**config.mk**
```make
export PLATFORM = sky130hd
export DESIGN_NAME = tlb_asid_cache
export DESIGN_NICKNAME = d
export VERILOG_FILES = /design/src/rtl/tlbc_pkg.sv /design/src/rtl/tlbc_way_cmp.sv /design/src/rtl/tlbc_rr_ptr.sv /design/src/rtl/tlbc_fill_pick.sv /design/src/rtl/tlb_asid_cache.sv
export SDC_FILE = /design/constraint.sdc
export NUM_CORES = 1
export LEC_CHECK = 0
export BUFFER_PORTS_ARGS = -buffer_cell sky130_fd_sc_hd__buf_2
export CELL_PAD_IN_SITES_DETAIL_PLACEMENT = 1
export CELL_PAD_IN_SITES_GLOBAL_PLACEMENT = 1
export CORE_MARGIN = 5
export CORE_UTILIZATION = 40
export DETAILED_ROUTE_END_ITERATION = 10
export PLACE_DENSITY_LB_ADDON = 0.1
export SKIP_CTS_REPAIR_TIMING = 1
export SLEW_MARGIN = 40
export SYNTH_ARGS = -nofsm -noshare
export SYNTH_HDL_FRONTEND = slang
export SYNTH_SLANG_ARGS = --single-unit
```
**constraint.sdc**
```tcl
create_clock -name clk -period 14.1 [get_ports clk]
set_input_delay 0.705 -clock clk [delete_from_list [all_inputs] [get_ports clk]]
set_output_delay 0.705 -clock clk [all_outputs]
set_load 0.02 [all_outputs]
```
**src/rtl/tlbc_pkg.sv**
```systemverilog
package tlbc_pkg;

   typedef enum logic [1:0] {
      PICK_NONE,
      PICK_MATCH,
      PICK_FREE,
      PICK_ROTATE
   } pick_kind_e;

   function automatic int unsigned ptr_width(input int unsigned n);
      return (n > 1) ? $clog2(n) : 1;
   endfunction

endpackage

```
**src/rtl/tlbc_way_cmp.sv**
```systemverilog
module tlbc_way_cmp #(
   parameter int unsigned TAG_W  = 34,
   parameter int unsigned ASID_W = 8
) (
   input  logic              ent_valid,
   input  logic [TAG_W-1:0]  ent_tag,
   input  logic [ASID_W-1:0] ent_asid,
   input  logic [TAG_W-1:0]  key_tag,
   input  logic [ASID_W-1:0] key_asid,
   output logic              match
);

   assign match = ent_valid && (ent_tag == key_tag) && (ent_asid == key_asid);

endmodule

```
**src/rtl/tlbc_rr_ptr.sv**
```systemverilog
module tlbc_rr_ptr #(
   parameter int unsigned WAYS  = 2,
   parameter int unsigned PTR_W = tlbc_pkg::ptr_width(WAYS)
) (
   input  logic             clk,
   input  logic             rst_n,
   input  logic             step,
   output logic [PTR_W-1:0] ptr
);

   localparam bit POW2 = (WAYS == (1 << PTR_W));

   generate
      if (POW2) begin : g_wrap_free
         always_ff @(posedge clk or negedge rst_n) begin
            if (!rst_n)    ptr <= '0;
            else if (step) ptr <= ptr + 1'b1;
         end
      end else begin : g_wrap_cmp
         always_ff @(posedge clk or negedge rst_n) begin
            if (!rst_n)    ptr <= '0;
            else if (step) ptr <= (ptr == PTR_W'(WAYS - 1)) ? '0 : ptr + 1'b1;
         end
      end
   endgenerate

   assert_ptr_hold_R6: assert property (@(posedge clk) disable iff (!rst_n)
      !step |=> $stable(ptr));

   assert_ptr_moves_R6: assert property (@(posedge clk) disable iff (!rst_n)
      step |=> !$stable(ptr));

endmodule

```
**src/rtl/tlbc_fill_pick.sv**
```systemverilog
module tlbc_fill_pick
   import tlbc_pkg::*;
#(
   parameter int unsigned WAYS  = 2,
   parameter int unsigned PTR_W = tlbc_pkg::ptr_width(WAYS)
) (
   input  logic             clk,
   input  logic             rst_n,
   input  logic             en,
   input  logic [WAYS-1:0]  valid_vec,
   input  logic [WAYS-1:0]  match_vec,
   input  logic [PTR_W-1:0] rr_ptr,
   output logic [WAYS-1:0]  way_oh,
   output pick_kind_e       kind
);

   always_comb begin
      logic found;
      found  = 1'b0;
      way_oh = '0;
      kind   = PICK_NONE;
      if (|match_vec) begin
         way_oh = match_vec;
         kind   = PICK_MATCH;
      end else if (!(&valid_vec)) begin
         kind = PICK_FREE;
         for (int w = 0; w < WAYS; w++) begin
            if (!valid_vec[w] && !found) begin
               way_oh[w] = 1'b1;
               found     = 1'b1;
            end
         end
      end else begin
         kind           = PICK_ROTATE;
         way_oh[rr_ptr] = 1'b1;
      end
   end

   // A set never holds the same translation twice, so the choice is one way.
   assert_pick_onehot_R6: assert property (@(posedge clk) disable iff (!rst_n)
      en |-> $onehot(way_oh));

   assert_pick_free_R6: assert property (@(posedge clk) disable iff (!rst_n)
      (en && kind == PICK_FREE) |-> ((way_oh & valid_vec) == '0));

endmodule

```
**src/rtl/tlb_asid_cache.sv**
```systemverilog
module tlb_asid_cache
   import tlbc_pkg::*;
#(
   parameter int unsigned SETS   = 4,
   parameter int unsigned WAYS   = 2,
   parameter int unsigned VPN_W  = 36,
   parameter int unsigned ASID_W = 8,
   parameter int unsigned PFN_W  = 24,
   parameter int unsigned OFS_W  = 12
) (
   input  logic                    clk,
   input  logic                    rst_n,
   input  logic                    lk_valid,
   input  logic [VPN_W+OFS_W-1:0]  lk_vaddr,
   input  logic [ASID_W-1:0]       lk_asid,
   output logic                    lk_hit,
   output logic [PFN_W+OFS_W-1:0]  lk_paddr,
   output logic                    lk_writable,
   output logic                    miss_pulse,
   output logic [VPN_W-1:0]        miss_vpn,
   output logic [ASID_W-1:0]       miss_asid,
   input  logic                    fill_valid,
   input  logic [VPN_W-1:0]        fill_vpn,
   input  logic [ASID_W-1:0]       fill_asid,
   input  logic [PFN_W-1:0]        fill_pfn,
   input  logic                    fill_writable,
   input  logic                    inv_page,
   input  logic [VPN_W-1:0]        inv_vpn,
   input  logic [ASID_W-1:0]       inv_asid,
   input  logic                    inv_all
);

   localparam int unsigned VA_W  = VPN_W + OFS_W;
   localparam int unsigned PA_W  = PFN_W + OFS_W;
   localparam int unsigned IDX_W = (SETS > 1) ? $clog2(SETS) : 1;
   localparam int unsigned TAG_W = VPN_W - IDX_W;
   localparam int unsigned PTR_W = ptr_width(WAYS);

   generate
      if (SETS < 2 || (SETS & (SETS - 1)) != 0) begin : g_bad_sets
         $error("tlb_asid_cache: SETS must be a power of two, at least 2");
      end
      if (WAYS < 2) begin : g_bad_ways
         $error("tlb_asid_cache: WAYS must be at least 2");
      end
      if (VPN_W <= IDX_W) begin : g_bad_vpn
         $error("tlb_asid_cache: VPN_W must exceed the set index width");
      end
   endgenerate

   // ---------------- entry storage ----------------
   logic [WAYS-1:0]   ent_v    [SETS];
   logic [TAG_W-1:0]  ent_tag  [SETS][WAYS];
   logic [ASID_W-1:0] ent_asid [SETS][WAYS];
   logic [PFN_W-1:0]  ent_pfn  [SETS][WAYS];
   logic              ent_wr   [SETS][WAYS];

   // ---------------- key split ----------------
   logic [VPN_W-1:0] l_vpn;
   logic [IDX_W-1:0] l_set, f_set, i_set;
   logic [TAG_W-1:0] l_tag, f_tag, i_tag;

   assign l_vpn = lk_vaddr[VA_W-1:OFS_W];
   assign l_set = l_vpn[IDX_W-1:0];
   assign l_tag = l_vpn[VPN_W-1:IDX_W];
   assign f_set = fill_vpn[IDX_W-1:0];
   assign f_tag = fill_vpn[VPN_W-1:IDX_W];
   assign i_set = inv_vpn[IDX_W-1:0];
   assign i_tag = inv_vpn[VPN_W-1:IDX_W];

   // ---------------- parallel way compare ----------------
   logic [WAYS-1:0] l_hit_vec, f_match_vec, i_match_vec;

   generate
      for (genvar w = 0; w < WAYS; w++) begin : g_way
         tlbc_way_cmp #(.TAG_W(TAG_W), .ASID_W(ASID_W)) u_cmp_lk (
            .ent_valid (ent_v[l_set][w]),
            .ent_tag   (ent_tag[l_set][w]),
            .ent_asid  (ent_asid[l_set][w]),
            .key_tag   (l_tag),
            .key_asid  (lk_asid),
            .match     (l_hit_vec[w])
         );
         tlbc_way_cmp #(.TAG_W(TAG_W), .ASID_W(ASID_W)) u_cmp_fill (
            .ent_valid (ent_v[f_set][w]),
            .ent_tag   (ent_tag[f_set][w]),
            .ent_asid  (ent_asid[f_set][w]),
            .key_tag   (f_tag),
            .key_asid  (fill_asid),
            .match     (f_match_vec[w])
         );
         tlbc_way_cmp #(.TAG_W(TAG_W), .ASID_W(ASID_W)) u_cmp_inv (
            .ent_valid (ent_v[i_set][w]),
            .ent_tag   (ent_tag[i_set][w]),
            .ent_asid  (ent_asid[i_set][w]),
            .key_tag   (i_tag),
            .key_asid  (inv_asid),
            .match     (i_match_vec[w])
         );
      end
   endgenerate

   // ---------------- fill placement ----------------
   logic             fill_go;
   logic [WAYS-1:0]  fill_oh;
   pick_kind_e       fill_kind;
   logic [PTR_W-1:0] rr_ptr [SETS];
   logic [PTR_W-1:0] f_rr;

   // Invalidate has priority over a fill aimed at the same translation.
   assign fill_go = fill_valid && !inv_all &&
                    !(inv_page && inv_vpn == fill_vpn && inv_asid == fill_asid);
   assign f_rr    = rr_ptr[f_set];

   tlbc_fill_pick #(.WAYS(WAYS), .PTR_W(PTR_W)) u_pick (
      .clk       (clk),
      .rst_n     (rst_n),
      .en        (fill_valid),
      .valid_vec (ent_v[f_set]),
      .match_vec (f_match_vec),
      .rr_ptr    (f_rr),
      .way_oh    (fill_oh),
      .kind      (fill_kind)
   );

   generate
      for (genvar s = 0; s < SETS; s++) begin : g_set
         logic step_s;
         assign step_s = fill_go && (f_set == IDX_W'(s)) && (fill_kind == PICK_ROTATE);
         tlbc_rr_ptr #(.WAYS(WAYS), .PTR_W(PTR_W)) u_rr (
            .clk   (clk),
            .rst_n (rst_n),
            .step  (step_s),
            .ptr   (rr_ptr[s])
         );
      end
   endgenerate

   // ---------------- valid flags ----------------
   always_ff @(posedge clk or negedge rst_n) begin
      if (!rst_n) begin
         for (int s = 0; s < SETS; s++) ent_v[s] <= '0;
      end else begin
         if (inv_all) begin
            for (int s = 0; s < SETS; s++) ent_v[s] <= '0;
         end else if (inv_page) begin
            ent_v[i_set] <= ent_v[i_set] & ~i_match_vec;
         end
         if (fill_go) begin
            for (int w = 0; w < WAYS; w++) begin
               if (fill_oh[w]) ent_v[f_set][w] <= 1'b1;
            end
         end
      end
   end

   // ---------------- entry payload ----------------
   always_ff @(posedge clk) begin
      if (fill_go) begin
         for (int w = 0; w < WAYS; w++) begin
            if (fill_oh[w]) begin
               ent_tag[f_set][w]  <= f_tag;
               ent_asid[f_set][w] <= fill_asid;
               ent_pfn[f_set][w]  <= fill_pfn;
               ent_wr[f_set][w]   <= fill_writable;
            end
         end
      end
   end

   // ---------------- hit data select ----------------
   logic             l_any;
   logic [PFN_W-1:0] l_pfn;
   logic             l_wr;

   assign l_any = |l_hit_vec;

   always_comb begin
      l_pfn = '0;
      l_wr  = 1'b0;
      for (int w = 0; w < WAYS; w++) begin
         if (l_hit_vec[w]) begin
            l_pfn = l_pfn | ent_pfn[l_set][w];
            l_wr  = l_wr  | ent_wr[l_set][w];
         end
      end
   end

   // ---------------- registered response ----------------
   always_ff @(posedge clk or negedge rst_n) begin
      if (!rst_n) begin
         lk_hit      <= 1'b0;
         lk_paddr    <= '0;
         lk_writable <= 1'b0;
         miss_pulse  <= 1'b0;
         miss_vpn    <= '0;
         miss_asid   <= '0;
      end else begin
         lk_hit      <= lk_valid && l_any;
         lk_paddr    <= (lk_valid && l_any) ? {l_pfn, lk_vaddr[OFS_W-1:0]} : '0;
         lk_writable <= lk_valid && l_any && l_wr;
         miss_pulse  <= lk_valid && !l_any;
         if (lk_valid && !l_any) begin
            miss_vpn  <= l_vpn;
            miss_asid <= lk_asid;
         end
      end
   end

   // ---------------- assertions ----------------
   assert_single_way_R1: assert property (@(posedge clk) disable iff (!rst_n)
      lk_valid |-> $onehot0(l_hit_vec));

   assert_hit_miss_excl_R5: assert property (@(posedge clk) disable iff (!rst_n)
      !(lk_hit && miss_pulse));

   assert_answer_needs_req_R2: assert property (@(posedge clk) disable iff (!rst_n)
      (lk_hit || miss_pulse) |-> $past(lk_valid));

   assert_miss_key_R5: assert property (@(posedge clk) disable iff (!rst_n)
      miss_pulse |-> (miss_vpn == $past(l_vpn) && miss_asid == $past(lk_asid)));

   assert_offset_pass_R4: assert property (@(posedge clk) disable iff (!rst_n)
      lk_hit |-> (lk_paddr[OFS_W-1:0] == $past(lk_vaddr[OFS_W-1:0])));

   assert_no_hit_paddr_R4: assert property (@(posedge clk) disable iff (!rst_n)
      !lk_hit |-> (lk_paddr == '0 && !lk_writable));

   assert_flush_empties_R8: assert property (@(posedge clk) disable iff (!rst_n)
      ($past(inv_all) && lk_valid) |=> !lk_hit);

   assert_inv_beats_fill_R9: assert property (@(posedge clk) disable iff (!rst_n)
      (inv_page && fill_valid && inv_vpn == fill_vpn && inv_asid == fill_asid)
      |=> !(|f_match_vec) || $changed(fill_vpn) || $changed(fill_asid));

endmodule

```
==> metrics.yaml <==
synthesis:
  synthMuxAreaShare_pct: 23.0
  synthDistinctLibCells: 59
  synth.avg_cell_area_um2: 16.0
  synth-seq-cells: 631
  synth_fa_ha_area_share_pct: 0
  synth_compound_area_share_pct: 4.97
  yosys.area.top_type: "edfxtp_1"
  synthTopCellsByArea: "edfxtp_1, mux4_2, dfrtp_1"
  yosys_most_used_dff: "edfxtp_1"
  synth-edff-count: 536
  synthArstFlopShare_pct: 15.1
  synthSimpleGateAreaFrac_pct: 4.11
  synthTopCellsByCount: "edfxtp_1, mux4_2, xnor2_1"
  syn_inst: 1970
  yosysWarnings: 0
  synth_nets: 2145
  ys_seq_area_share_pct: 58.5
  synth_xor_area_share_pct: 6.54
  synth_top_family_by_area: "multiplexers"
  yosys.area.top_type_share_pct: 50.9
  yosys.cell_count.top_type: "edfxtp_1"
  mappedNetlistArea_um2: 31600
sta:
  period_share_pct: 39.2
  rsz0062_at_grt: "false"
  tightest_slew_ns: 0.831
  relSlewSlack_pct: 44.1
  min_period_ns: 5.53
  slew_violations: 0
  hold_viol_final: 0
  fmax_mhz: 181
  setup_viol_count_final: 0
  finClkSkew_ns: 0.0311
  setup_tns_ns: 0
worst_setup_path:
  reg2reg_from: "ent_tag[3][52]"
  worst_ep_required_time_ns: 14.36
  timing.rr.end: "ent_tag[3][38]"
  cp.arrival_ns: 5.79
  cp-end-kind: "flop"
  cp_max_fo: 54
  path_class: "input pin to flop"
  cp-start-kind: "input pin"
  rr_worst_depth: 10
  rrSetupSlack_ns: 9.58
floorplan:
  die_area_um2: 84700
  rows: 103
  initial_core_util_pct: 40.2
  core_area_um2: 78600
  io_pins: 258
  die_h_um: 291
  dieWidth_um: 291
routing:
  post_drt_wl_per_cell_um: 35.4
  first_pass_iters: 6
  drc: 0
  final_antenna_net_count: 0
  vias: 20400
  wirelength_um: 118000
  viasPerCell: 6.14
  drt-initial-drc-count: 2000
power_and_ir_drop:
  power.density_nw_per_um2: 126
  max-vdd-ir-drop_mv: 0.0685
  comb_power_share_pct: 11.3
  clockPowerShare_pct: 43.6
  power_leakage_nw: 12.9
  seq_power_share_pct: 45.1
  netSwitchingPower_mw: 1.18
  p_int_mw: 3.44
  swShare_pct: 25.5
final_layout:
  drive_above_1_share_pct: 28.5
  nFillCells: 7646
  design_area_um2: 36600
  nNetsFinal: 2385
  syn2layout_area_growth_pct: 15.9
flow_run:
  cap_violations: 0
placed_design:
  place.gp.congestion: 0.936
  dp_hpwl_um: 83800
  placed_area_um2: 34000
  numPortBuffers: 257
worst_hold_path:
  whs_endpoint: "lk_paddr[10]"
  hold_path_class: "input pin to flop"
  hold_depth: 2
  hold_start: "lk_vaddr[10]"
global_routing:
  grt.overflow.total: 0
  grt-busiest-layer: "met2"
  grt_usage_pct: 27.3
  antenna_found_initial: 14
  grt_util_met1_pct: 36.6
  grt_pass1_wl_um: 166000
  grt_max_degree: 101
  first_global_vias: 21300
  met3_usage_pct: 5.75
  use_met2_pct: 44.5
clocking:
  clock_latency_ns: 0.65
  numClockSinks: 631
  clk_path_buf_depth: 3
  clkSlewWorstSetupHoldPaths_ns: 0.06
  cts-root-buf: "clkbuf_16"
  cts_inserted_buffers: 75
  cts.htree.levels: 3
  cts_tree: "yes"
status:
  status: "completed"
==> routing by layer <==
metal | part of all wire [%] | up-vias
met4 | 3.9 | 18
met2 | 48 | 963
met5 | 0.094 | -
met1 | 41 | 10800
met3 | 7.7 | 214
li1 | - | 8370
==> stage by stage <==
stage | cells | setup slack, ns | hold WS (ns) | utilization [%] | total power [mW]
after floorplan | 1970 | 7.62 | 0.409 | - | 2.40
after global placement | 3178 | 7.38 | 0.452 | 43.1 | 2.63
after detailed placement | 3180 | 7.99 | 0.459 | 43.2 | 2.64
after CTS | 3320 | 8.66 | 0.102 | 46.5 | 4.65
after global routing | 3324 | 8.44 | 0.264 | 46.6 | 4.76
final | 3325 | 8.57 | 0.270 | 46.6 | 4.61
==> worst max-delay path by stage <==
stage,startpoint,endpoint,slack (ns)
after global placement,fill_vpn[1],ent_pfn[2][22],7.38
final,fill_vpn[0],ent_tag[3][38],8.57
after global routing,fill_vpn[0],ent_tag[3][38],8.44
after CTS,fill_vpn[0],ent_tag[1][1],8.66
after floorplan,fill_vpn[0],ent_asid[1][10],7.62
after detailed placement,fill_vpn[0],ent_pfn[3][39],7.99
==> flip-flops by register name, indices dropped and copies added (netlist names) <==
name	count
miss_pulse	1
ent_asid	64
ent_v	8
ent_wr	8
lk_paddr	36
lk_writable	1
miss_asid	8
miss_vpn	36
ent_tag	272
g_set.u_rr.ptr	4
ent_pfn	192
lk_hit	1
==> power groups by stage <==
stage / Sequential [mW] / Combinational (mW) / Clock, mW
3_5_place_dp: 2.12 / 0.518 / 0
5_1_grt: 2.08 / 0.544 / 2.13
4_1_cts: 2.08 / 0.521 / 2.05
6_report: 2.08 / 0.522 / 2.01
3_3_place_gp: 2.12 / 0.515 / 0
2_1_floorplan: 2.13 / 0.267 / 0
==> layout by cell type, fill, tap and decap left out, types with 28 or more instances in the layout <==
cell type,Yosys,final
edfxtp_1,536,536
buf_2,24,250
mux4_2,225,225
xnor2_1,180,178
mux2i_1,166,166
dfrtp_1,95,95
inv_1,76,75
clkbuf_16,0,75
o22ai_1,56,56
xor2_1,56,55
mux2_1,44,44
nand4_1,43,43
and2_1,38,38
nand2_1,35,35
o21ai_0,30,30
nor4_1,31,30
a21oi_1,29,28
==> worst max-delay path: stages <==
cell and delay, ns:
buf_4 0.60, buf_4 0.73, mux4_2 0.60, xor2_1 0.18, nor4_1 0.61, nand4_1 0.22
nor4_1 0.47, buf_4 0.25, a21oi_2 0.12, nor2_4 0.54, buf_6 0.63
==> logic make-up after synthesis <==
| family | Yosys count |
|---|---|
| compound gates | 226 |
| xor+xnor | 236 |
| buf+inv | 203 |
| flops | 631 |
| mux | 439 |
| simple gates | 235 |
==> layout make-up <==
type	instances	area (µm²)	area share (%)
inverter	76	285	0.779
clock inverter	34	492	1.34
timing repair buffer	290	1660	4.53
sequential	631	18500	50.5
clock buffer	106	2070	5.66
antenna	2	5.00	0.0137
multi-input combinational	1136	12300	33.6
tap	1050	1310	3.59
Note: power is estimated with default switching activity, not from simulation.
